[src/rtl/uart_rx_pkg.sv]
package uart_rx_pkg;
  typedef enum logic [2:0] {
    ST_IDLE,
    ST_START,
    ST_DATA,
    ST_PAR,
    ST_STOP,
    ST_HOLDOFF
  } rx_state_e;

  // number of data bits for a word-length code
  function automatic logic [3:0] data_bits(input logic [1:0] code);
    return 4'd5 + {2'b00, code};
  endfunction
endpackage

[src/rtl/rx_line_front.sv]
module rx_line_front #(
  parameter int STAGES = 2
) (
  input  logic clk,
  input  logic rst_n,
  input  logic pin,
  input  logic inv,
  output logic line
);
  logic [STAGES-1:0] sh;

  always_ff @(posedge clk or negedge rst_n) begin
    if (!rst_n) sh <= '1;
    else        sh <= {sh[STAGES-2:0], pin};
  end

  assign line = sh[STAGES-1] ^ inv;
endmodule

[src/rtl/rx_frame_engine.sv]
module rx_frame_engine
  import uart_rx_pkg::*;
#(
  parameter int OS_W = 5
) (
  input  logic            clk,
  input  logic            rst_n,
  input  logic            tick,
  input  logic            line,
  input  logic [OS_W-1:0] os_factor,
  input  logic [1:0]      wlen,
  input  logic            par_en,
  output logic            done,
  output logic [7:0]      data,
  output logic            par_bit,
  output logic            stop_bit,
  output logic            busy
);
  localparam logic [OS_W-1:0] ONE = OS_W'(1);

  rx_state_e       st;
  logic [OS_W-1:0] cnt;
  logic [2:0]      idx;
  logic [2:0]      last_idx;
  logic [OS_W-1:0] half_m1;
  logic [OS_W-1:0] full_m1;

  assign last_idx = {1'b0, wlen} + 3'd4;
  assign half_m1  = (os_factor >> 1) - ONE;
  assign full_m1  = os_factor - ONE;
  assign busy     = (st != ST_IDLE);

  always_ff @(posedge clk or negedge rst_n) begin
    if (!rst_n) begin
      st       <= ST_IDLE;
      cnt      <= '0;
      idx      <= '0;
      data     <= '0;
      par_bit  <= 1'b0;
      stop_bit <= 1'b1;
      done     <= 1'b0;
    end else begin
      done <= 1'b0;
      if (tick) begin
        case (st)
          ST_IDLE: begin
            if (!line) begin
              st  <= ST_START;
              cnt <= '0;
            end
          end
          ST_START: begin
            if (cnt == half_m1) begin
              cnt <= '0;
              if (!line) begin
                st      <= ST_DATA;
                idx     <= '0;
                data    <= '0;
                par_bit <= 1'b0;
              end else begin
                st <= ST_IDLE;
              end
            end else begin
              cnt <= cnt + ONE;
            end
          end
          ST_DATA: begin
            if (cnt == full_m1) begin
              cnt       <= '0;
              data[idx] <= line;
              if (idx == last_idx) st <= par_en ? ST_PAR : ST_STOP;
              else                  idx <= idx + 3'd1;
            end else begin
              cnt <= cnt + ONE;
            end
          end
          ST_PAR: begin
            if (cnt == full_m1) begin
              cnt     <= '0;
              par_bit <= line;
              st      <= ST_STOP;
            end else begin
              cnt <= cnt + ONE;
            end
          end
          ST_STOP: begin
            if (cnt == full_m1) begin
              cnt      <= '0;
              stop_bit <= line;
              done     <= 1'b1;
              st       <= line ? ST_IDLE : ST_HOLDOFF;
            end else begin
              cnt <= cnt + ONE;
            end
          end
          ST_HOLDOFF: begin
            if (line) st <= ST_IDLE;
          end
          default: st <= ST_IDLE;
        endcase
      end
    end
  end

  // a start must never be taken straight out of the post-error holdoff
  AST_HOLDOFF_NEEDS_HIGH: assert property (@(posedge clk) disable iff (!rst_n)
    (st == ST_HOLDOFF && !line) |=> (st == ST_HOLDOFF));
endmodule

[src/rtl/rx_break_watch.sv]
module rx_break_watch #(
  parameter int BW = 9
) (
  input  logic          clk,
  input  logic          rst_n,
  input  logic          tick,
  input  logic          line,
  input  logic [BW-1:0] limit,
  output logic          brk_p
);
  logic [BW-1:0] cnt;
  logic          fired;

  always_ff @(posedge clk or negedge rst_n) begin
    if (!rst_n) begin
      cnt   <= '0;
      fired <= 1'b0;
      brk_p <= 1'b0;
    end else begin
      brk_p <= 1'b0;
      if (line) begin
        cnt   <= '0;
        fired <= 1'b0;
      end else if (tick && !fired) begin
        if (cnt == limit) begin
          brk_p <= 1'b1;
          fired <= 1'b1;
        end else begin
          cnt <= cnt + BW'(1);
        end
      end
    end
  end

  AST_BREAK_ONCE: assert property (@(posedge clk) disable iff (!rst_n)
    brk_p |=> !brk_p);
endmodule

[src/rtl/rx_idle_timer.sv]
module rx_idle_timer #(
  parameter int TW = 8
) (
  input  logic          clk,
  input  logic          rst_n,
  input  logic          tick,
  input  logic          enable,
  input  logic          fifo_nonempty,
  input  logic          fifo_access,
  input  logic          rx_quiet,
  input  logic [TW-1:0] limit,
  output logic          tmo
);
  logic [TW-1:0] cnt;
  logic          armed;

  assign armed = enable && fifo_nonempty && !fifo_access && rx_quiet;

  always_ff @(posedge clk or negedge rst_n) begin
    if (!rst_n) begin
      cnt <= '0;
      tmo <= 1'b0;
    end else begin
      if (!armed)                     cnt <= '0;
      else if (tick && cnt != limit)  cnt <= cnt + TW'(1);

      if (!enable || !fifo_nonempty || fifo_access) tmo <= 1'b0;
      else if (armed && cnt == limit)               tmo <= 1'b1;
    end
  end

  AST_TMO_DROP: assert property (@(posedge clk) disable iff (!rst_n)
    !fifo_nonempty |=> !tmo);
endmodule

[src/rtl/uart_rx_line.sv]
module uart_rx_line
  import uart_rx_pkg::*;
#(
  parameter int DIV_W  = 4,
  parameter int TMO_W  = 8,
  parameter int SYNC_N = 2
) (
  input  logic             clk,
  input  logic             rst_n,
  input  logic             rx_pin,
  input  logic             os_tick,
  input  logic [1:0]       cfg_wlen,
  input  logic             cfg_par_en,
  input  logic             cfg_par_even,
  input  logic             cfg_par_stick,
  input  logic             cfg_rx_inv,
  input  logic             cfg_os_alt,
  input  logic [DIV_W-1:0] cfg_os_div,
  input  logic             cfg_tmo_en,
  input  logic [TMO_W-1:0] cfg_tmo_limit,
  input  logic             fifo_nonempty,
  input  logic             fifo_access,
  output logic             m_valid,
  input  logic             m_ready,
  output logic [7:0]       m_data,
  output logic             m_perr,
  output logic             m_ferr,
  output logic             err_parity,
  output logic             err_frame,
  output logic             err_break,
  output logic             rx_timeout
);
  localparam int OS_W  = DIV_W + 1;
  localparam int BRK_W = OS_W + 4;

  logic            line_q;
  logic [OS_W-1:0] os_factor;
  logic            f_done;
  logic [7:0]      f_data;
  logic            f_par;
  logic            f_stop;
  logic            f_busy;
  logic [3:0]      frame_bits;
  logic [BRK_W-1:0] brk_limit;
  logic            ones_odd;
  logic            perr_now;
  logic            ferr_now;

  assign os_factor  = cfg_os_alt ? (OS_W'(cfg_os_div) + OS_W'(1)) : OS_W'(16);
  assign frame_bits = data_bits(cfg_wlen) + {3'b000, cfg_par_en} + 4'd2;
  assign brk_limit  = BRK_W'(os_factor) * BRK_W'(frame_bits);

  rx_line_front #(.STAGES(SYNC_N)) u_front (
    .clk  (clk),
    .rst_n(rst_n),
    .pin  (rx_pin),
    .inv  (cfg_rx_inv),
    .line (line_q)
  );

  rx_frame_engine #(.OS_W(OS_W)) u_engine (
    .clk      (clk),
    .rst_n    (rst_n),
    .tick     (os_tick),
    .line     (line_q),
    .os_factor(os_factor),
    .wlen     (cfg_wlen),
    .par_en   (cfg_par_en),
    .done     (f_done),
    .data     (f_data),
    .par_bit  (f_par),
    .stop_bit (f_stop),
    .busy     (f_busy)
  );

  rx_break_watch #(.BW(BRK_W)) u_break (
    .clk  (clk),
    .rst_n(rst_n),
    .tick (os_tick),
    .line (line_q),
    .limit(brk_limit),
    .brk_p(err_break)
  );

  rx_idle_timer #(.TW(TMO_W)) u_timer (
    .clk          (clk),
    .rst_n        (rst_n),
    .tick         (os_tick),
    .enable       (cfg_tmo_en),
    .fifo_nonempty(fifo_nonempty),
    .fifo_access  (fifo_access),
    .rx_quiet     (!f_busy && line_q),
    .limit        (cfg_tmo_limit),
    .tmo          (rx_timeout)
  );

  // parity and stop checks on the completed character
  assign ones_odd = ^{f_data, f_par};
  always_comb begin
    if (!cfg_par_en)        perr_now = 1'b0;
    else if (cfg_par_stick) perr_now = (f_par == cfg_par_even);
    else if (cfg_par_even)  perr_now = ones_odd;
    else                    perr_now = !ones_odd;
  end
  assign ferr_now = !f_stop;

  // output holding stage
  always_ff @(posedge clk or negedge rst_n) begin
    if (!rst_n) begin
      m_valid    <= 1'b0;
      m_data     <= '0;
      m_perr     <= 1'b0;
      m_ferr     <= 1'b0;
      err_parity <= 1'b0;
      err_frame  <= 1'b0;
    end else begin
      err_parity <= f_done && perr_now;
      err_frame  <= f_done && ferr_now;
      if (m_valid && m_ready) m_valid <= 1'b0;
      if (f_done && (!m_valid || m_ready)) begin
        m_valid <= 1'b1;
        m_data  <= f_data;
        m_perr  <= perr_now;
        m_ferr  <= ferr_now;
      end
    end
  end

  AST_HOLD_STALL: assert property (@(posedge clk) disable iff (!rst_n)
    (m_valid && !m_ready) |=> (m_valid && $stable(m_data) && $stable(m_perr)));
  AST_PERR_NEEDS_PAR: assert property (@(posedge clk) disable iff (!rst_n)
    err_parity |-> cfg_par_en);
  AST_BREAK_LOW: assert property (@(posedge clk) disable iff (!rst_n)
    err_break |-> !$past(line_q));
  AST_FRAME_PULSE: assert property (@(posedge clk) disable iff (!rst_n)
    err_frame |=> !err_frame);
endmodule

[config.mk]
export PLATFORM = sky130hd
export DESIGN_NAME = uart_rx_line
export DESIGN_NICKNAME = d
export VERILOG_FILES = /design/src/rtl/uart_rx_pkg.sv /design/src/rtl/rx_line_front.sv /design/src/rtl/rx_frame_engine.sv /design/src/rtl/rx_break_watch.sv /design/src/rtl/rx_idle_timer.sv /design/src/rtl/uart_rx_line.sv
export SDC_FILE = /design/constraint.sdc
export NUM_CORES = 1
export LEC_CHECK = 0
export ABC_AREA = 1
export BUFFER_PORTS_ARGS = -buffer_cell sky130_fd_sc_hd__clkbuf_2
export CAP_MARGIN = 30
export CORE_ASPECT_RATIO = 1.75
export CORE_MARGIN = 1
export CORE_UTILIZATION = 45
export CTS_CLUSTER_DIAMETER = 120
export CTS_CLUSTER_SIZE = 14
export DETAILED_ROUTE_END_ITERATION = 10
export GPL_ROUTABILITY_DRIVEN = 1
export GPL_TIMING_DRIVEN = 0
export PLACE_DENSITY = 0.71
export SETUP_SLACK_MARGIN = 0.1
export SKIP_LAST_GASP = 1
export SLEW_MARGIN = 20
export SYNTH_ARGS = -nofsm -noshare
export SYNTH_HDL_FRONTEND = slang
export SYNTH_HIERARCHICAL = 1
export SYNTH_SLANG_ARGS = --single-unit
[constraint.sdc]
create_clock -name clk -period 1.8 [get_ports clk]
set_input_delay 0.54 -clock clk [delete_from_list [all_inputs] [get_ports clk]]
set_output_delay 0.54 -clock clk [all_outputs]
set_load 0.1 [all_outputs]
==> reports/qor.txt <==
share of post-route cells with drive strength above 1 = 30.56%
top sig layer = met4
Critical Path Fanout Max = 5
TritonRoute pass-1 iters = 5
Commonest cells post-synth = 241 x nand2_1, 94 x inv_1, 72 x nor2_1, 61 x nand3_1, 54 x dfrtp_1
Final nets = 842
Max Cap Viol = 0
pwr dens = 898.3 nW/µm²
H-tree level count = 3
CTS tree = done
Setup TNS = -33.96 ns
Slowest cell on crit path = fa_1
gr usage total = 23.08%
wire per inst = 13.10 µm
residual overflow from global routing = 0
Top FF cell, synth = dfrtp_1
Die ar. = 10,720 µm²
routed wire length = 12,010 µm
required time of the critical path = 2.01 ns
Root Driver = clkbuf_16
arrival time worst endpoint = 3.96 ns
Detailed Route Iter0 Violations = 331
unrepaired setup endpoints after global routing = yes
crit path launch type = input pin
post-route ant nets = 0
CP Class = input pin to flop
clk sinks = 57
Fillers = 848
chip height = 136.2 µm
violated checks = setup timing
cts bufs inserted = 9
FF/Latch Area = 1433 µm²
sw frac = 40.20%
most frequent cell after synthesis = nand2_1
Setup crit start = cfg_os_div[0]
# port buffers = 41
Slew HR = 63.99%
vias in the first global route = 4,620
Int Power = 3321 µW
Gate power share = 44.4%
vias = 4,820
hold buffer count at CTS = 0
min cycle time layout = 3.744 ns
Cell Area, Synth = 4633 µm²
fmax = 267.1 MHz
hold crit path type = input pin to async pin
number of remaining DRC errors = 0
final core utilization = 62.39%
Post-Layout Cell Count = 917
share of the synthesized area in the top cell type = 29.17%
insertion delay to the later sink of the worst-skew pair = 0.32 ns
Critical Path Most Common Cell = nand2_1
Crit path largest cell delay = 0.52 ns
GPL Wtd Cong = 0.9121
synth top area cells = dfrtp_1 29%, nand2_1 20%, inv_1 7.6%
I/O pins = 42
area of the multi-input gates = 3269 µm²
WL met2 = 6701 µm
clock slew at reported path FFs = 0.05 ns
die width = 78.71 µm
area leader, netlist = dfrtp_1
outcome = complete, but fails checks
sequential power share = 27.8%
Tightest Pin Transition = 0.5425 ns
Slew Viols, Final = 0
placed cells = 869
sw power = 2233 µW
antenna violations before repair = 0
Seq/Total Area, Yosys = 30.87%
Post-Syn Instances = 702
Final HPWL DP = 8296 µm
Metal-1 WL = 4450 µm
initial core utilization = 46.76%
Setup-failing EPs final = 33
setup slack, reg-to-reg = -0.12 ns
first-pass GRT wire length = 19,710 µm
Setup crit end kind = flop
post-route clock period utilization = 208.0%
asr flop ratio synth = 100.0%
Synth Net Count = 757
Bufs on Longest Clock Path = 2
clock network power share = 27.8%
area grow syn2layout = 33.43%
synthesized area per cell = 6.600 µm²
flops & latches, synth = 57
worst setup margin = -1.944 ns
Diodes inserted = 0
DR vias/cell = 5.256
met3 routed WL = 357 µm
Place WS = -2.427 ns
Leakage = 0.003131 µW
Final Hold Viols = 0
synth unique cells = 40
EDFF count, synth = 0
worst r2r src = u_engine/st[2]$_DFFE_PN0P_
Setup Skew = 0.008561 ns
largest net degree at the start of global routing = 33
Worst VDD drop = 0.5830 mV
Core Region = 9910 µm²
synth warn = 6
FP Rows = 48
-- path summary, 6_finish.rpt --
check                                                    end  cells after the start
worst max-delay path              u_break/cnt[1]$_DFFE_PN0P_                     29
worst min-delay path             u_engine/idx[0]$_DFFE_PN0P_                      1
worst max register to register  u_engine/data[6]$_DFFE_PN0P_                      6
worst min register to register       u_front/sh[1]$_DFF_PN1_                      0
max in group asynchronous            u_front/sh[1]$_DFF_PN1_                      2
min in group clk                     u_front/sh[0]$_DFF_PN1_                      1
-- stage by stage --
step	total power, µW	area, µm²	hold WS (ns)
final	5554	6182	0.1657
after CTS	5344	5952	0.1712
after floorplan	2988	4880	0.2444
after detailed placement	3414	5264	0.3535
after global routing	5890	6182	0.1896
after global placement	3350	5241	0.3507
-- power by group through the flow --
stage          Combinational [µW]  Sequential (µW)  Clock [µW]
4_1_cts                      2220             1540        1580
6_report                     2470             1540        1540
2_1_floorplan                1440             1540           0
5_1_grt                      2690             1560        1640
3_5_place_dp                 1870             1540           0
3_3_place_gp                 1810             1540           0
-- registers in the layout, summed over array words and instances (netlist names) --
signal,flops
err_frame,1
err_parity,1
m_data,8
m_ferr,1
m_perr,1
m_valid,1
u_break/brk_p,1
u_break/cnt,9
u_break/fired,1
u_engine/cnt,5
u_engine/data,8
u_engine/done,1
u_engine/idx,3
u_engine/par_bit,1
u_engine/st,3
u_engine/stop_bit,1
u_front/sh,2
u_timer/cnt,8
u_timer/tmo,1
-- cell families after synthesis --
group | synth area share, %
buffers and inverters | 10.07
adder cells (fa/ha/maj) | 8.048
flip-flops | 30.87
AO/OA/AOI/OAI | 5.779
other | 0.08094
AND/OR/NAND/NOR | 41.59
XOR/XNOR | 3.565
-- area by class of cell --
type | instances | share of cell area, %
Inverter | 103 | 6.901
Multi-Input combinational cell | 532 | 52.88
Clock buffer | 13 | 4.210
Timing Repair Buffer | 72 | 8.723
Sequential cell | 57 | 23.17
Buffer | 12 | 1.336
Tap cell | 125 | 2.530
Clock inverter | 3 | 0.2429
-- critical path: cells and delay by family --
kind	cells	cell delay [ns]
AOI/OAI and AO/OA	3	0.41
and+or+nand+nor	14	1.23
xor gates and xnor gates	1	0.16
buffers and inverters	7	0.54
adders and majority gates	4	1.07
-- layout by cell type (no fill, tap or decap), types with 4 or more instances in the layout --
cell	netlist	final
clkbuf_2	0	34
nor2_2	5	13
nand2_4	2	12
ha_1	25	16
buf_2	5	5
o21ai_2	3	9
buf_4	1	24
nor3_1	7	6
xor2_1	8	6
or2_1	8	8
nor2_4	1	7
a21oi_1	9	6
xnor2_1	9	9
nand2_1	241	219
buf_6	3	12
nor2_1	72	58
dfrtp_1	54	52
inv_2	8	14
clkbuf_1	3	5
ha_4	0	8
nand4_1	18	18
o21ai_1	8	7
o21ai_0	20	14
inv_1	94	80
nand3_4	1	4
nand2_2	10	23
nand3_1	61	37
inv_4	1	6
clkbuf_16	0	11
nand3_2	6	27
-- repair_timing --
action                                 CTS  global route
pin swaps                               28            33
setup endpoints to repair               42            43
gates resized for setup                 67            42
endpoints found under the hold margin    0             0
setup buffers                           18            13
cloned                                   1             2
-- routing by layer --
layer / GRT usage [%] / up-vias
met1: 22.95 / 2256
met4: 13.58 / 0
met3: 2.886 / 41
met5: 0 / -
li1: - / 2384
met2: 44.44 / 139
Power figures use the tool's default switching activity.
